## src/rtl/jaa_pkg.sv

```systemverilog
// Shared types for the job allocation arbiter.
package jaa_pkg;

    // Arbiter control state: waiting for a request, or deciding jobs.
    typedef enum logic {
        ST_IDLE  = 1'b0,
        ST_ALLOC = 1'b1
    } jaa_state_e;

endpackage

```

## src/rtl/jaa_pick.sv

```systemverilog
// Priority selector over the pending candidate jobs.
// Picks fork jobs before join jobs, a larger size before a smaller one,
// and the lower index on a tie. Purely combinational.
// Assumes: sizes are packed with job i at bits [i*SIZE_W +: SIZE_W].
module jaa_pick #(
    parameter int MAX_JOBS = 4,
    parameter int SIZE_W   = 8,
    parameter int JIDX_W   = 2
) (
    input  logic [MAX_JOBS-1:0]        pending,
    input  logic [MAX_JOBS-1:0]        is_fork,
    input  logic [MAX_JOBS*SIZE_W-1:0] sizes,
    output logic                       sel_valid,
    output logic [JIDX_W-1:0]          sel_idx
);

    logic              best_fork;
    logic [SIZE_W-1:0] best_size;

    // Linear scan keeping the best candidate seen so far.
    always_comb begin
        sel_valid = 1'b0;
        sel_idx   = '0;
        best_fork = 1'b0;
        best_size = '0;
        for (int i = 0; i < MAX_JOBS; i++) begin
            if (pending[i]) begin
                if (!sel_valid
                    || (is_fork[i] && !best_fork)
                    || ((is_fork[i] == best_fork)
                        && (sizes[i*SIZE_W +: SIZE_W] > best_size))) begin
                    sel_valid = 1'b1;
                    sel_idx   = JIDX_W'(i);
                    best_fork = is_fork[i];
                    best_size = sizes[i*SIZE_W +: SIZE_W];
                end
            end
        end
    end

endmodule

```

## src/rtl/jaa_place.sv

```systemverilog
// Placement finder: chooses the lowest-numbered PE that has a free reducer
// and enough free nodes for the job (a join may only use its home PE), and
// the lowest free reducer on that PE. Purely combinational.
// Assumes: reducer r of PE p has number p*RED_PER_PE + r.
module jaa_place #(
    parameter int NUM_PE     = 4,
    parameter int RED_PER_PE = 2,
    parameter int SIZE_W     = 8,
    parameter int CAP_W      = 8,
    parameter int PE_W       = 2,
    parameter int RID_W      = 3
) (
    input  logic [SIZE_W-1:0]         job_size,
    input  logic                      job_fork,
    input  logic [PE_W-1:0]           job_home,
    input  logic [NUM_PE*RED_PER_PE-1:0] red_free,
    input  logic [NUM_PE*CAP_W-1:0]   store_free,
    output logic                      ok,
    output logic [PE_W-1:0]           pe,
    output logic [RID_W-1:0]          rid
);

    localparam int RPP_W = (RED_PER_PE > 1) ? $clog2(RED_PER_PE) : 1;
    localparam int CW    = ((CAP_W > SIZE_W) ? CAP_W : SIZE_W) + 1;

    logic [NUM_PE-1:0] fit;
    logic [RID_W-1:0]  cand_rid [NUM_PE];

    for (genvar p = 0; p < NUM_PE; p++) begin : g_pe
        logic             has_red;
        logic [RPP_W-1:0] red_idx;

        // Lowest free reducer on this PE.
        always_comb begin
            has_red = 1'b0;
            red_idx = '0;
            for (int r = RED_PER_PE - 1; r >= 0; r--) begin
                if (red_free[p*RED_PER_PE + r]) begin
                    has_red = 1'b1;
                    red_idx = RPP_W'(r);
                end
            end
        end

        // This PE can take the job: reducer, room, and home rule for joins.
        assign fit[p] = has_red
                      && (CW'(store_free[p*CAP_W +: CAP_W]) >= CW'(job_size))
                      && (job_fork || (job_home == PE_W'(p)));
        assign cand_rid[p] = RID_W'(p * RED_PER_PE) + RID_W'(red_idx);
    end

    // Lowest-numbered fitting PE wins.
    always_comb begin
        ok  = 1'b0;
        pe  = '0;
        rid = '0;
        for (int p = NUM_PE - 1; p >= 0; p--) begin
            if (fit[p]) begin
                ok  = 1'b1;
                pe  = PE_W'(p);
                rid = cand_rid[p];
            end
        end
    end

endmodule

```

## src/rtl/jaa_tables.sv

```systemverilog
// Resource tables: free-reducer bitmap, per-PE free-node counters, and per
// reducer the granted size and the requester to return the result to.
// A grant and a result are applied in the same cycle when both occur.
// Assumes: a grant only targets a free reducer with enough room on its PE.
module jaa_tables #(
    parameter int NUM_PE     = 4,
    parameter int RED_PER_PE = 2,
    parameter int SIZE_W     = 8,
    parameter int CAP        = 200,
    parameter int CAP_W      = 8,
    parameter int PE_W       = 2,
    parameter int RID_W      = 3
) (
    input  logic                         clk,
    input  logic                         rst_n,
    input  logic                         grant,
    input  logic [PE_W-1:0]              g_pe,
    input  logic [RID_W-1:0]             g_rid,
    input  logic [SIZE_W-1:0]            g_size,
    input  logic [RID_W-1:0]             g_parent,
    input  logic                         res_valid,
    input  logic [RID_W-1:0]             res_rid,
    output logic [NUM_PE*RED_PER_PE-1:0] red_free,
    output logic [NUM_PE*CAP_W-1:0]      store_free,
    output logic                         res_busy,
    output logic [RID_W-1:0]             res_parent
);

    localparam int NRED = NUM_PE * RED_PER_PE;

    logic [SIZE_W-1:0] size_of   [NRED];
    logic [RID_W-1:0]  parent_of [NRED];
    logic [CAP_W-1:0]  store     [NUM_PE];

    // A result only counts when it names a reducer that holds a job.
    assign res_busy   = res_valid && (int'(res_rid) < NRED) && !red_free[res_rid];
    assign res_parent = parent_of[res_rid];

    // Free-reducer bitmap: claimed on grant, released on result.
    always_ff @(posedge clk) begin
        if (!rst_n) begin
            red_free <= '1;
        end else begin
            if (grant)    red_free[g_rid]   <= 1'b0;
            if (res_busy) red_free[res_rid] <= 1'b1;
        end
    end

    // Per-reducer record of the granted size and the requester.
    always_ff @(posedge clk) begin
        if (!rst_n) begin
            for (int i = 0; i < NRED; i++) begin
                size_of[i]   <= '0;
                parent_of[i] <= '0;
            end
        end else if (grant) begin
            size_of[g_rid]   <= g_size;
            parent_of[g_rid] <= g_parent;
        end
    end

    for (genvar p = 0; p < NUM_PE; p++) begin : g_store
        logic [CAP_W-1:0] credit, debit;

        // Amounts returned by a result and taken by a grant on this PE.
        always_comb begin
            credit = (res_busy && (int'(res_rid) / RED_PER_PE == p))
                   ? CAP_W'(size_of[res_rid]) : '0;
            debit  = (grant && (g_pe == PE_W'(p))) ? CAP_W'(g_size) : '0;
        end

        // Free-node counter, both adjustments in one cycle.
        always_ff @(posedge clk) begin
            if (!rst_n) store[p] <= CAP_W'(CAP);
            else        store[p] <= store[p] + credit - debit;
        end

        assign store_free[p*CAP_W +: CAP_W] = store[p];
    end

endmodule

```

## src/rtl/jaa_arbiter.sv

```systemverilog
// Central job allocation arbiter. Accepts one family of candidate jobs,
// decides one job per cycle in priority order, grants it when a PE has a
// free reducer and room (joins only on their home PE), issues a transport
// command per grant and a reply with grant mask and PEs at the end.
// Result announcements free the reducer, credit storage and issue a return
// transport. Assumes: the requester stays blocked until rep_valid.
module jaa_arbiter #(
    parameter int NUM_PE     = 4,
    parameter int RED_PER_PE = 2,
    parameter int MAX_JOBS   = 4,
    parameter int SIZE_W     = 8,
    parameter int PTR_W      = 16,
    parameter int CAP        = 200,
    localparam int NRED   = NUM_PE * RED_PER_PE,
    localparam int PE_W   = (NUM_PE > 1) ? $clog2(NUM_PE) : 1,
    localparam int RID_W  = (NRED > 1) ? $clog2(NRED) : 1,
    localparam int JIDX_W = (MAX_JOBS > 1) ? $clog2(MAX_JOBS) : 1,
    localparam int CAP_W  = $clog2(CAP + 1)
) (
    input  logic                       clk,
    input  logic                       rst_n,
    input  logic                       req_valid,
    output logic                       req_ready,
    input  logic [RID_W-1:0]           req_src,
    input  logic [MAX_JOBS-1:0]        req_job_valid,
    input  logic [MAX_JOBS-1:0]        req_job_fork,
    input  logic [MAX_JOBS*PE_W-1:0]   req_job_home,
    input  logic [MAX_JOBS*SIZE_W-1:0] req_job_size,
    input  logic [MAX_JOBS*PTR_W-1:0]  req_job_root,
    output logic                       rep_valid,
    output logic [MAX_JOBS-1:0]        rep_grant,
    output logic [MAX_JOBS*PE_W-1:0]   rep_pe,
    output logic                       xfer_valid,
    output logic [PTR_W-1:0]           xfer_root,
    output logic [PE_W-1:0]            xfer_pe,
    output logic [RID_W-1:0]           xfer_rid,
    output logic [RID_W-1:0]           xfer_src,
    input  logic                       res_valid,
    input  logic [RID_W-1:0]           res_rid,
    input  logic [PTR_W-1:0]           res_root,
    output logic                       ret_valid,
    output logic [PTR_W-1:0]           ret_root,
    output logic [RID_W-1:0]           ret_src,
    output logic [RID_W-1:0]           ret_dst
);
    import jaa_pkg::*;

    jaa_state_e                 state;
    logic [RID_W-1:0]           src_q;
    logic [MAX_JOBS-1:0]        pending, fork_q, grant_q;
    logic [MAX_JOBS*PE_W-1:0]   home_q, pe_q;
    logic [MAX_JOBS*SIZE_W-1:0] size_q;
    logic [MAX_JOBS*PTR_W-1:0]  root_q;

    logic                       sel_valid, sel_fork;
    logic [JIDX_W-1:0]          sel_idx;
    logic [SIZE_W-1:0]          sel_size;
    logic [PE_W-1:0]            sel_home;
    logic                       place_ok, grant;
    logic [PE_W-1:0]            place_pe;
    logic [RID_W-1:0]           place_rid;
    logic [NRED-1:0]            red_free;
    logic [NUM_PE*CAP_W-1:0]    store_free;
    logic                       res_busy;
    logic [RID_W-1:0]           res_parent;

    jaa_pick #(
        .MAX_JOBS (MAX_JOBS),
        .SIZE_W   (SIZE_W),
        .JIDX_W   (JIDX_W)
    ) u_pick (
        .pending   (pending),
        .is_fork   (fork_q),
        .sizes     (size_q),
        .sel_valid (sel_valid),
        .sel_idx   (sel_idx)
    );

    assign sel_fork = fork_q[sel_idx];
    assign sel_size = size_q[sel_idx*SIZE_W +: SIZE_W];
    assign sel_home = home_q[sel_idx*PE_W +: PE_W];

    jaa_place #(
        .NUM_PE     (NUM_PE),
        .RED_PER_PE (RED_PER_PE),
        .SIZE_W     (SIZE_W),
        .CAP_W      (CAP_W),
        .PE_W       (PE_W),
        .RID_W      (RID_W)
    ) u_place (
        .job_size   (sel_size),
        .job_fork   (sel_fork),
        .job_home   (sel_home),
        .red_free   (red_free),
        .store_free (store_free),
        .ok         (place_ok),
        .pe         (place_pe),
        .rid        (place_rid)
    );

    assign grant = (state == ST_ALLOC) && sel_valid && place_ok;

    jaa_tables #(
        .NUM_PE     (NUM_PE),
        .RED_PER_PE (RED_PER_PE),
        .SIZE_W     (SIZE_W),
        .CAP        (CAP),
        .CAP_W      (CAP_W),
        .PE_W       (PE_W),
        .RID_W      (RID_W)
    ) u_tab (
        .clk        (clk),
        .rst_n      (rst_n),
        .grant      (grant),
        .g_pe       (place_pe),
        .g_rid      (place_rid),
        .g_size     (sel_size),
        .g_parent   (src_q),
        .res_valid  (res_valid),
        .res_rid    (res_rid),
        .red_free   (red_free),
        .store_free (store_free),
        .res_busy   (res_busy),
        .res_parent (res_parent)
    );

    assign req_ready = (state == ST_IDLE);
    assign rep_grant = grant_q;
    assign rep_pe    = pe_q;

    // Request capture, per-cycle decision bookkeeping and reply strobe.
    always_ff @(posedge clk) begin
        if (!rst_n) begin
            state     <= ST_IDLE;
            src_q     <= '0;
            pending   <= '0;
            fork_q    <= '0;
            home_q    <= '0;
            size_q    <= '0;
            root_q    <= '0;
            grant_q   <= '0;
            pe_q      <= '0;
            rep_valid <= 1'b0;
        end else begin
            rep_valid <= 1'b0;
            case (state)
                ST_IDLE: begin
                    if (req_valid) begin
                        src_q   <= req_src;
                        pending <= req_job_valid;
                        fork_q  <= req_job_fork;
                        home_q  <= req_job_home;
                        size_q  <= req_job_size;
                        root_q  <= req_job_root;
                        grant_q <= '0;
                        pe_q    <= '0;
                        state   <= ST_ALLOC;
                    end
                end
                default: begin
                    if (sel_valid) begin
                        pending[sel_idx] <= 1'b0;
                        if (place_ok) begin
                            grant_q[sel_idx]              <= 1'b1;
                            pe_q[sel_idx*PE_W +: PE_W]    <= place_pe;
                        end
                    end else begin
                        rep_valid <= 1'b1;
                        state     <= ST_IDLE;
                    end
                end
            endcase
        end
    end

    // Job transport command, one cycle after the grant decision.
    always_ff @(posedge clk) begin
        if (!rst_n) begin
            xfer_valid <= 1'b0;
            xfer_root  <= '0;
            xfer_pe    <= '0;
            xfer_rid   <= '0;
            xfer_src   <= '0;
        end else begin
            xfer_valid <= grant;
            if (grant) begin
                xfer_root <= root_q[sel_idx*PTR_W +: PTR_W];
                xfer_pe   <= place_pe;
                xfer_rid  <= place_rid;
                xfer_src  <= src_q;
            end
        end
    end

    // Result return command, one cycle after a valid result announcement.
    always_ff @(posedge clk) begin
        if (!rst_n) begin
            ret_valid <= 1'b0;
            ret_root  <= '0;
            ret_src   <= '0;
            ret_dst   <= '0;
        end else begin
            ret_valid <= res_busy;
            if (res_busy) begin
                ret_root <= res_root;
                ret_src  <= res_rid;
                ret_dst  <= res_parent;
            end
        end
    end

endmodule

```

## config.mk

```make
export PLATFORM = sky130hd
export DESIGN_NAME = jaa_arbiter
export DESIGN_NICKNAME = d
export VERILOG_FILES = /design/src/rtl/jaa_pkg.sv /design/src/rtl/jaa_pick.sv /design/src/rtl/jaa_place.sv /design/src/rtl/jaa_tables.sv /design/src/rtl/jaa_arbiter.sv
export SDC_FILE = /design/constraint.sdc
export NUM_CORES = 1
export LEC_CHECK = 0
export ABC_AREA = 1
export BUFFER_PORTS_ARGS = -buffer_cell sky130_fd_sc_hd__buf_2
export CORE_ASPECT_RATIO = 0.6
export CORE_MARGIN = 1
export CORE_UTILIZATION = 40
export CTS_CLUSTER_SIZE = 24
export DETAILED_ROUTE_END_ITERATION = 12
export PLACE_DENSITY = 0.61
export SLEW_MARGIN = 10
export SYNTH_ARGS = -nofsm -noshare
export SYNTH_HDL_FRONTEND = slang
export SYNTH_SLANG_ARGS = --single-unit
```

## constraint.sdc

```tcl
create_clock -name clk -period 13.16 [get_ports clk]
set_input_delay 2.632 -clock clk [delete_from_list [all_inputs] [get_ports clk]]
set_output_delay 2.632 -clock clk [all_outputs]
set_load 0.05 [all_outputs]
```

# Yosys cells after proc, flatten, opt, wreduce, memory -nomap -nowiden
# Memories as Yosys holds them, arrays and structs flattened. A register that Yosys moved wholly into a read port is not among the register bits.
# Cells that the tools add are included.
[totals] latchBits=0 memories=3 register_bits=182 romBits=0 ram_bits=120 input_bits=138
[classes] n_shift=5 mux=99 bitwise=11 n_reduce_logical=56 mul=0 eq_ne=14 add_sub_neg=12 n_lt_le_gt_ge=13 div=0
[mem_list] memory="u_tab.size_of" depth=8 width=8 read_ports=1 rd_ports_with_merged_regs=0 write_ports=8 line_no="jaa_tables.sv:31" text="logic [SIZE_W-1:0] size_of [NRED];"
[mem_list] memory="u_tab.store" depth=4 width=8 read_ports=4 rd_ports_with_merged_regs=0 write_ports=4 line_no="jaa_tables.sv:33" text="logic [CAP_W-1:0] store [NUM_PE];"
[mem_list] memory="u_tab.parent_of" depth=8 width=3 read_ports=1 rd_ports_with_merged_regs=1 write_ports=8 line_no="jaa_tables.sv:32" text="logic [RID_W-1:0] parent_of [NRED];"
[ops] op="$mux W8" count=25
[ops] op="$shiftx A64 B7 Y16" count=1
[ops] op="$mux W1" count=45
[ops] op="$neg A3 Y34" count=1
[ops] op="$shift A2 B34 Y8 const A" count=1
[ops] op="$shiftx A2 B34 Y8" count=1
[ops] op="$add A8 B8 Y8" count=4
[ops] op="$ge A8 B8 Y1" count=4
[ops] op="$logic_not A32 Y1" count=1
[ops] op="$shiftx A32 B6 Y8" count=1
[ops] op="$sub A8 B8 Y8" count=4
[ops] op="$logic_and A1 B1 Y1" count=28
[ops] op="$mux W4" count=7
[ops] op="$gt A8 B8 Y1" count=3
[ops] op="$mux W3" count=7
[ops] op="$mux W2" count=9
[ops] op="$eq A2 B2 Y1 const B" count=6
[ops] op="$logic_or A1 B1 Y1" count=10
[ops] op="$and A8 B8 Y8" count=1
[ops] op="$bwmux W8" count=1
[ops] op="$logic_not A1 Y1" count=8
[ops] op="$lt A3 B4 Y1 const B" count=2
[ops] op="$not A8 Y8" count=1
[ops] op="$or A8 B8 Y8" count=1
[ops] op="25 further kinds" count=38

# Longest topological paths before layout
# Gate-level depths: netlist (run 1).
[logic_depth] word_depth=37 mapped_depth=77 ltp_nobuf=73

# Cells and area by module
# From an unflattened synthesis (run 1), not the netlist that was laid out.
[unflattened] hier_cells=2232 area_unflattened_um2=16817.4
[modules_own_cells] mod="jaa_tables" area_each_um2=7532.2 cells_per_inst=909 seq_area_each_um2=3443.3 n_inst=1
[modules_own_cells] mod="jaa_arbiter" area_each_um2=7258.2 cells_per_inst=993 seq_area_each_um2=3543.4 n_inst=1
[modules_own_cells] mod="jaa_pick" area_each_um2=1089.8 cells_per_inst=185 seq_area_each_um2=0.0 n_inst=1
[modules_own_cells] mod="jaa_place" area_each_um2=937.1 cells_per_inst=145 seq_area_each_um2=0.0 n_inst=1

# Least setup slack after synthesis (run 1)
# Ideal clock, no wire load.
[synth_timing] path_type="register -> register" from="reg pending[0]" to="mem u_tab.store[1][7]" setup_ns=0.130 synth_period_minus_slack_ns=8.582 setup_slack_ns=4.578 arrival_time_ns=8.452 required_time_ns=13.030 stages_incl_launch_ff=66 cell_sequence="dfxtp_1 -> clkbuf_1 -> nand2_1 -> ha_1 -> nand2_1 -> nor2_1 -> nand2_1 -> nand2_1 -> nand2_1 -> nand2_1 -> clkbuf_1 -> inv_1 -> nand2_1 -> nand2_1 -> ha_1 -> a21oi_1 -> nor2_1 -> nor2_1 -> [30 not listed] -> nor2_4 -> nand2_2 -> nor2_1 -> fa_1 -> inv_1 -> ha_1 -> a21oi_1 -> nand2_1 -> a21oi_1 -> o21ai_0 -> inv_1 -> nor2_1 -> nor2_1 -> nor2_1 -> nor2_1 -> xor2_1 -> o21bai_1 -> nand3_1"
[synth_rtl] element="start, declared" line_no="jaa_arbiter.sv:50" text="logic [MAX_JOBS-1:0] pending, fork_q, grant_q;"
[synth_rtl] element="start signal, assigned" line_no="jaa_arbiter.sv:150" text="pending <= req_job_valid;"
[synth_rtl] element="end, declared" line_no="jaa_tables.sv:33"

==> results.sh, run 1 <==
export IMPL_p_leak_nw=8.07
export IMPL_grtUsageMet3_pct=5.20
export IMPL_tns_ps=0
export IMPL_switching_share_pct=38.0
export IMPL_p_sw_mw=1.16
export IMPL_slowest_delay_ps=630
export IMPL_clockBufferDepth=3
export IMPL_root_buffer="clkbuf_16"
export IMPL_status="completed"
export IMPL_setup_viol=0
export IMPL_fin_nets=2347
export IMPL_vias=13800
export IMPL_end_kind="flop"
export IMPL_power_internal_mw=1.90
export IMPL_worstPathMaxFanout=58
export IMPL_wl_per_cell_um=18.7
export IMPL_worstPathRequired_ps=13590
export IMPL_cp_startpoint="pending[0]"
export IMPL_min_from="ret_src[1]"
export IMPL_final_common_cell="nand2_1"
export IMPL_cts_made_buffers=30
export IMPL_synth_nets=2196
export IMPL_synth_flop_cell="dfxtp_1"
export IMPL_drc=0
export IMPL_core_area_um2=39200
export IMPL_grt_pass1_vias=13000
export IMPL_async_reset_ff_share_pct=0
export IMPL_grt_pass1_wl_um=75400
export IMPL_crit_buf_inv=9
export IMPL_grt_ovfl_total=0
export IMPL_syn_inst=1931
export IMPL_start_util_pct=40.7
export IMPL_synth_edf_count=88
export IMPL_total_power_mw=3.06
export IMPL_cts_resized=0
export IMPL_synth_seq_cells=303
export IMPL_cp_slowest_cell="inv_1"
export IMPL_drt_first_pass_iters=5
export IMPL_r2r_start="pending[0]"
export IMPL_viasPerCell=5.27
export IMPL_ir_drop_v=0.000114
export IMPL_portBuffers=199
export IMPL_seqPwrFrac_pct=36.2
export IMPL_final_core_util_pct=46.7
export IMPL_die_area_um2=40700
export IMPL_cpMostUsedCell="nand2_1"
export IMPL_drtIter0Drc=1336
export IMPL_rsz0062_at_grt="no"
export IMPL_wirelength_um=49100
export IMPL_cts_hold_buffers_added=0
export IMPL_path_delay_family="simple AND/OR/NAND/NOR gates"
export IMPL_p_per_area_nw_per_um2=167
export IMPL_arrival_ps=11570
export IMPL_grt_max_degree=105
export IMPL_grt_met2_usage_pct=34.2
export IMPL_clkTransAtPathRegs_ps=60
export IMPL_pwr_share_clk_pct=29.6
export IMPL_insertion_delay_ps=580
export IMPL_yosysSeqAreaShare_pct=43.6
export IMPL_crit_path_start_kind="flop"
export IMPL_postRouteAntennaNets=0
export IMPL_fp_dieW_um=260
export IMPL_rows=56
export IMPL_use_met1_pct=36.8
export IMPL_cts_htree_levels=1
export IMPL_gp_congestion=0.909
export IMPL_die_y_um=157
export IMPL_layout_drive_gt1_share_pct=16.3
export IMPL_period_minus_slack_ps=11140
export IMPL_min_path_type="flop to flop"
export IMPL_finClkSkew_ps=11.1
export IMPL_antenna_found_initial=1
export IMPL_finalCritPeriodShare_pct=84.6
export IMPL_areaGrowthSynthToFinish_pct=14.8
export IMPL_hpwl_um=35900
export IMPL_avgSynthCellArea_um2=8.25
export IMPL_synth_cell_area_um2=15900
export IMPL_drv_slew=0
export IMPL_crit_type="flop to flop"
export IMPL_relSlewSlack_pct=25.3
export IMPL_final_cell_mix="nand2_1 (370), nor2_1 (219), inv_1 (217), dfxtp_1 (215), buf_2 (199)"
export IMPL_cap_violations=0
export IMPL_yosys_warnings=0
export IMPL_worstMarginPinSlew_ps=1110
export IMPL_top_usage_layer="met1"
export IMPL_cts_setup_buffers=0
export IMPL_pwr_share_comb_pct=34.2
export IMPL_grt_total_usage_pct=24.0
export IMPL_max_clock_freq_mhz=89.8
export IMPL_cts_tree="yes"
export IMPL_cts_sinks=303
export IMPL_ys_types=48
export IMPL_hold_violations=0
export IMPL_ios=200
-- flip-flops by register name, indices dropped and copies added (netlist names), 16 cells and up --
signal and flops:
ret_root 16, root_q 64, size_q 32, u_tab.parent_of 24, u_tab.size_of 64, u_tab.store 32, xfer_root 16
-- cell families (layout without fill, tap and decap cells) --
group	count (synthesis)	after routing	synth area share (%)
and+or+nand+nor	729	729	20.1
AOI/OAI and AO/OA	428	428	15.9
buffers and inverters	328	499	8.20
DFF	303	303	43.6
adders and majority gates	127	127	11.3
xor gates and xnor gates	16	16	0.880
other	0	1	0
-- per-layer routing --
layer | routed length (µm) | part of all wire (%)
met5 | 0 | 0
met4 | 855 | 1.7
met3 | 4470 | 9.1
met2 | 19600 | 40
met1 | 24200 | 49
-- cell usage after synthesis (2+ instances only) --
cell type / count / area, µm²
a22o_1: 59 / 517
nor3_1: 8 / 40.0
o211ai_1: 9 / 67.6
xnor2_1: 3 / 26.3
o31ai_1: 3 / 22.5
buf_1: 9 / 33.8
nand2_2: 13 / 81.3
xor2_1: 13 / 114
nor2_1: 221 / 830
clkinv_1: 6 / 22.5
nand2_4: 6 / 67.6
a31oi_1: 4 / 25.0
o21bai_1: 7 / 52.6
inv_2: 10 / 37.5
o21ai_0: 193 / 966
a21o_1: 2 / 15.0
nor4_1: 3 / 18.8
nor3_2: 32 / 320
a32o_1: 4 / 40.0
buf_4: 5 / 37.5
fa_1: 28 / 561
o22ai_1: 7 / 43.8
a21oi_1: 123 / 616
nand4_1: 14 / 87.6
a21oi_2: 2 / 17.5
buf_6: 6 / 67.6
ha_1: 99 / 1240
a21oi_4: 2 / 32.5
o2111ai_1: 5 / 43.8
dfxtp_1: 215 / 4300
edfxtp_1: 88 / 2640
nand3_1: 50 / 250
nand2_1: 370 / 1390
inv_1: 218 / 818
clkbuf_1: 65 / 244
buf_2: 9 / 45.0
nand3_2: 7 / 70.1
nor2_2: 3 / 18.8
-- worst min-delay path, cell delays in order, from the launching register on --
cell and delay [ps]:
dfxtp_1 300, nand2_1 60, a21oi_1 50
-- final timing paths --
| path | endpoint | slack, ps | depth (start not counted) |
|---|---|---|---|
| worst max-delay path | u_tab.store[1][7] | 2020 | 62 |
| worst min-delay path | ret_src[1] | 460 | 2 |
| worst max register to register | u_tab.store[1][7] | 2020 | 62 |
| worst min register to register | ret_src[1] | 460 | 2 |
-- layout make-up --
cell class | count | area, µm²
fillers | 3830 | 20900
clock inverters | 16 | 196
inverters | 234 | 878
well taps | 522 | 653
repair buffers | 213 | 1100
clock buffers | 36 | 816
multi-input cells | 1300 | 7690
diodes | 1 | 2.50
flip-flops and latches | 303 | 6950
-- power groups by stage --
stage,Clock [mW],Combinational [mW],Sequential [mW]
CTS,0.919,1.03,1.11
detailed placement,0,1.02,1.12
global placement,0,1.00,1.13
finish,0.905,1.05,1.11
floorplan,0,0.714,1.16
global route,0.960,1.17,1.12
-- metrics by stage --
step	cells	hold slack, ps	area (µm²)	setup WS (ps)
finish	2625	461	18300	2020
floorplan	1931	414	15900	4580
detailed placement	2572	448	17300	2360
CTS	2624	465	18300	2240
global placement	2572	438	17300	2580
global route	2625	477	18300	968
Power figures use the tool's default switching activity.
==> run 2: changes to the inputs <==
==> constraint.sdc (replaced) <==
create_clock -name clk -period 10.3 [get_ports clk]
set_input_delay 2.06 -clock clk [delete_from_list [all_inputs] [get_ports clk]]
set_output_delay 2.06 -clock clk [all_outputs]
set_load 0.05 [all_outputs]
==> run 2 against run 1 <==
Total power is 27% higher. Die area stayed put. First-iteration DRC count is 0.15% lower. Clock-buffer cell count is 4 higher. Sequential power is 27% higher. Sequential cell count stayed put. Combinational power is 33% higher. Design area is 1.1% higher. Critical path type unchanged. Highest routed layer unchanged.
==> results.sh, run 2 (same netlist as run 1, synthesis figures left out) <==
export IMPL_status="completed"
export IMPL_core_area_um2=39200
export IMPL_setup_viol=0
export IMPL_arrival_ps=10010
export IMPL_cp_depth=61
export IMPL_ir_drop_v=0.000127
export IMPL_grt_pass1_vias=13100
export IMPL_grt_total_usage_pct=24.2
export IMPL_wirelength_um=49300
export IMPL_cts_htree_levels=1
export IMPL_rows=56
export IMPL_finClkSkew_ps=22.1
export IMPL_r2r_start="pending[0]"
export IMPL_clkTransAtPathRegs_ps=70
export IMPL_timing_rr_end="u_tab.store[1][7]"
export IMPL_worstPathMaxFanout=15
export IMPL_grt_ovfl_total=0
export IMPL_reg2reg_depth=61
export IMPL_cts_made_buffers=29
export IMPL_cp_slowest_cell="fa_1"
export IMPL_finalCritPeriodShare_pct=93.2
export IMPL_cp_endpoint="u_tab.store[1][7]"
export IMPL_worstPathRequired_ps=10720
export IMPL_worstMarginPinSlew_ps=997
export IMPL_grt_pass1_wl_um=75800
export IMPL_slowest_delay_ps=510
export IMPL_drc=0
export IMPL_p_leak_nw=8.13
export IMPL_min_path_type="flop to flop"
export IMPL_grt_max_degree=84
export IMPL_reg_top3="root_q x64, u_tab.size_of x64"
export IMPL_cts_hold_buffers_added=0
export IMPL_portBuffers=199
export IMPL_cts_tree="yes"
export IMPL_cap_violations=0
export IMPL_worst_hold_slack_ps=457
export IMPL_wl_per_cell_um=18.6
export IMPL_period_minus_slack_ps=9600
export IMPL_root_buffer="clkbuf_16"
export IMPL_final_common_cell="nand2_1"
export IMPL_start_util_pct=40.7
export IMPL_max_clock_freq_mhz=104
export IMPL_clockBufferDepth=3
export IMPL_crit_type="flop to flop"
export IMPL_crit_path_start_kind="flop"
export IMPL_total_power_mw=3.90
export IMPL_cpMostUsedCell="nand2_1"
export IMPL_die_y_um=157
export IMPL_cts_sinks=303
export IMPL_drv_slew=0
export IMPL_hold_violations=0
export IMPL_vias=13800
export IMPL_hpwl_um=35500
export IMPL_drtIter0Drc=1334
export IMPL_fin_nets=2371
export IMPL_ios=200
export IMPL_die_area_um2=40700
export IMPL_gp_congestion=0.912
export IMPL_p_per_area_nw_per_um2=211
export IMPL_drt_first_pass_iters=5
export IMPL_areaGrowthSynthToFinish_pct=16.1
export IMPL_cp_startpoint="pending[0]"
export IMPL_path_delay_family="simple AND/OR/NAND/NOR gates"
export IMPL_relSlewSlack_pct=33.4
export IMPL_viasPerCell=5.20
export IMPL_postRouteAntennaNets=0
export IMPL_crit_buf_inv=9
export IMPL_insertion_delay_ps=580
export IMPL_final_cell_mix="nand2_1 (365), nor2_1 (219), dfxtp_1 (214), inv_1 (209), buf_2 (199)"
export IMPL_ff2ff_setup_slack_ps=700
export IMPL_fp_dieW_um=260
export IMPL_end_kind="flop"
export IMPL_antenna_found_initial=1
export IMPL_layout_drive_gt1_share_pct=17.7
==> run 2: changes by cell type in the layout (fill, tap and decap cells not counted), moves of 3 or more <==
cell        delta
clkinv_1       +4
buf_4         +22
clkbuf_8       +3
o21ai_0        -3
clkinvlp_4     +6
nand2_2        +3
o21ai_1        +3
inv_1          -8
bufinv_16      -3
nand2_1        -5
==> run 2: stage by stage <==
stage / cells / setup TNS (ps) / utilization, % / instance area [µm²] / worst slack (ps)
after global routing: 2652 / -20.6 / 47.2 / 18500 / -20.6
after floorplan: 1931 / 0 / - / 15900 / 1720
after global placement: 2583 / 0 / 44.3 / 17400 / 440
final: 2652 / 0 / 47.2 / 18500 / 703
after detailed placement: 2583 / 0 / 44.3 / 17400 / 120
after CTS: 2637 / 0 / 46.7 / 18300 / 44.2
==> run 2: area by class of cell <==
cell class | instances | area [µm²]
inverters | 234 | 910
flip-flops and latches | 303 | 6950
repair buffers | 236 | 1280
well taps | 522 | 653
fillers | 3838 | 20700
repair inverters | 1 | 7.51
clock inverters | 14 | 101
clock buffers | 40 | 840
diodes | 1 | 2.50
multi-input cells | 1301 | 7750
==> run 2: where the power goes <==
| group | switching, mW | internal [mW] | total [mW] |
|---|---|---|---|
| clock network | 0.489 | 0.595 | 1.08 |
| logic | 0.952 | 0.453 | 1.40 |
| registers | 0.0734 | 1.34 | 1.41 |
| total | 1.51 | 2.39 | 3.90 |
==> run 2: worst min path at each step <==
stage / from / end / slack (ps) / cells after the start
after floorplan: root_q[63] / root_q[63] / 410 / 2
after global placement: root_q[63] / root_q[63] / 430 / 2
after detailed placement: root_q[63] / root_q[63] / 430 / 2
after CTS: root_q[63] / root_q[63] / 450 / 2
after global routing: ret_src[1] / ret_src[1] / 480 / 2
final: root_q[63] / root_q[63] / 460 / 2
==> run 2: timing repair <==
action | 4_1_cts | 5_1_grt
setup endpoints to repair | 0 | 20
buffers inserted | 0 | 12
gates resized for setup | 0 | 28
==> run 2: worst reg2reg max path, delay by kind of cell (launching register included) <==
kind,cells,cell delay [ps]
simple gates,32,3480
compound gates,13,2150
fa+ha+maj,6,2020
buf+inv,9,1140
flops,1,410
xor+xnor,1,220
==> run 2: per-layer routing <==
layer | GRT usage, % | vias up | part of all wire, %
met1 | 36.8 | 6488 | 50
li1 | - | 6737 | -
met3 | 5.56 | 58 | 8.8
met5 | 0 | - | 0
met4 | 4.31 | 0 | 1.6
met2 | 34.6 | 499 | 40
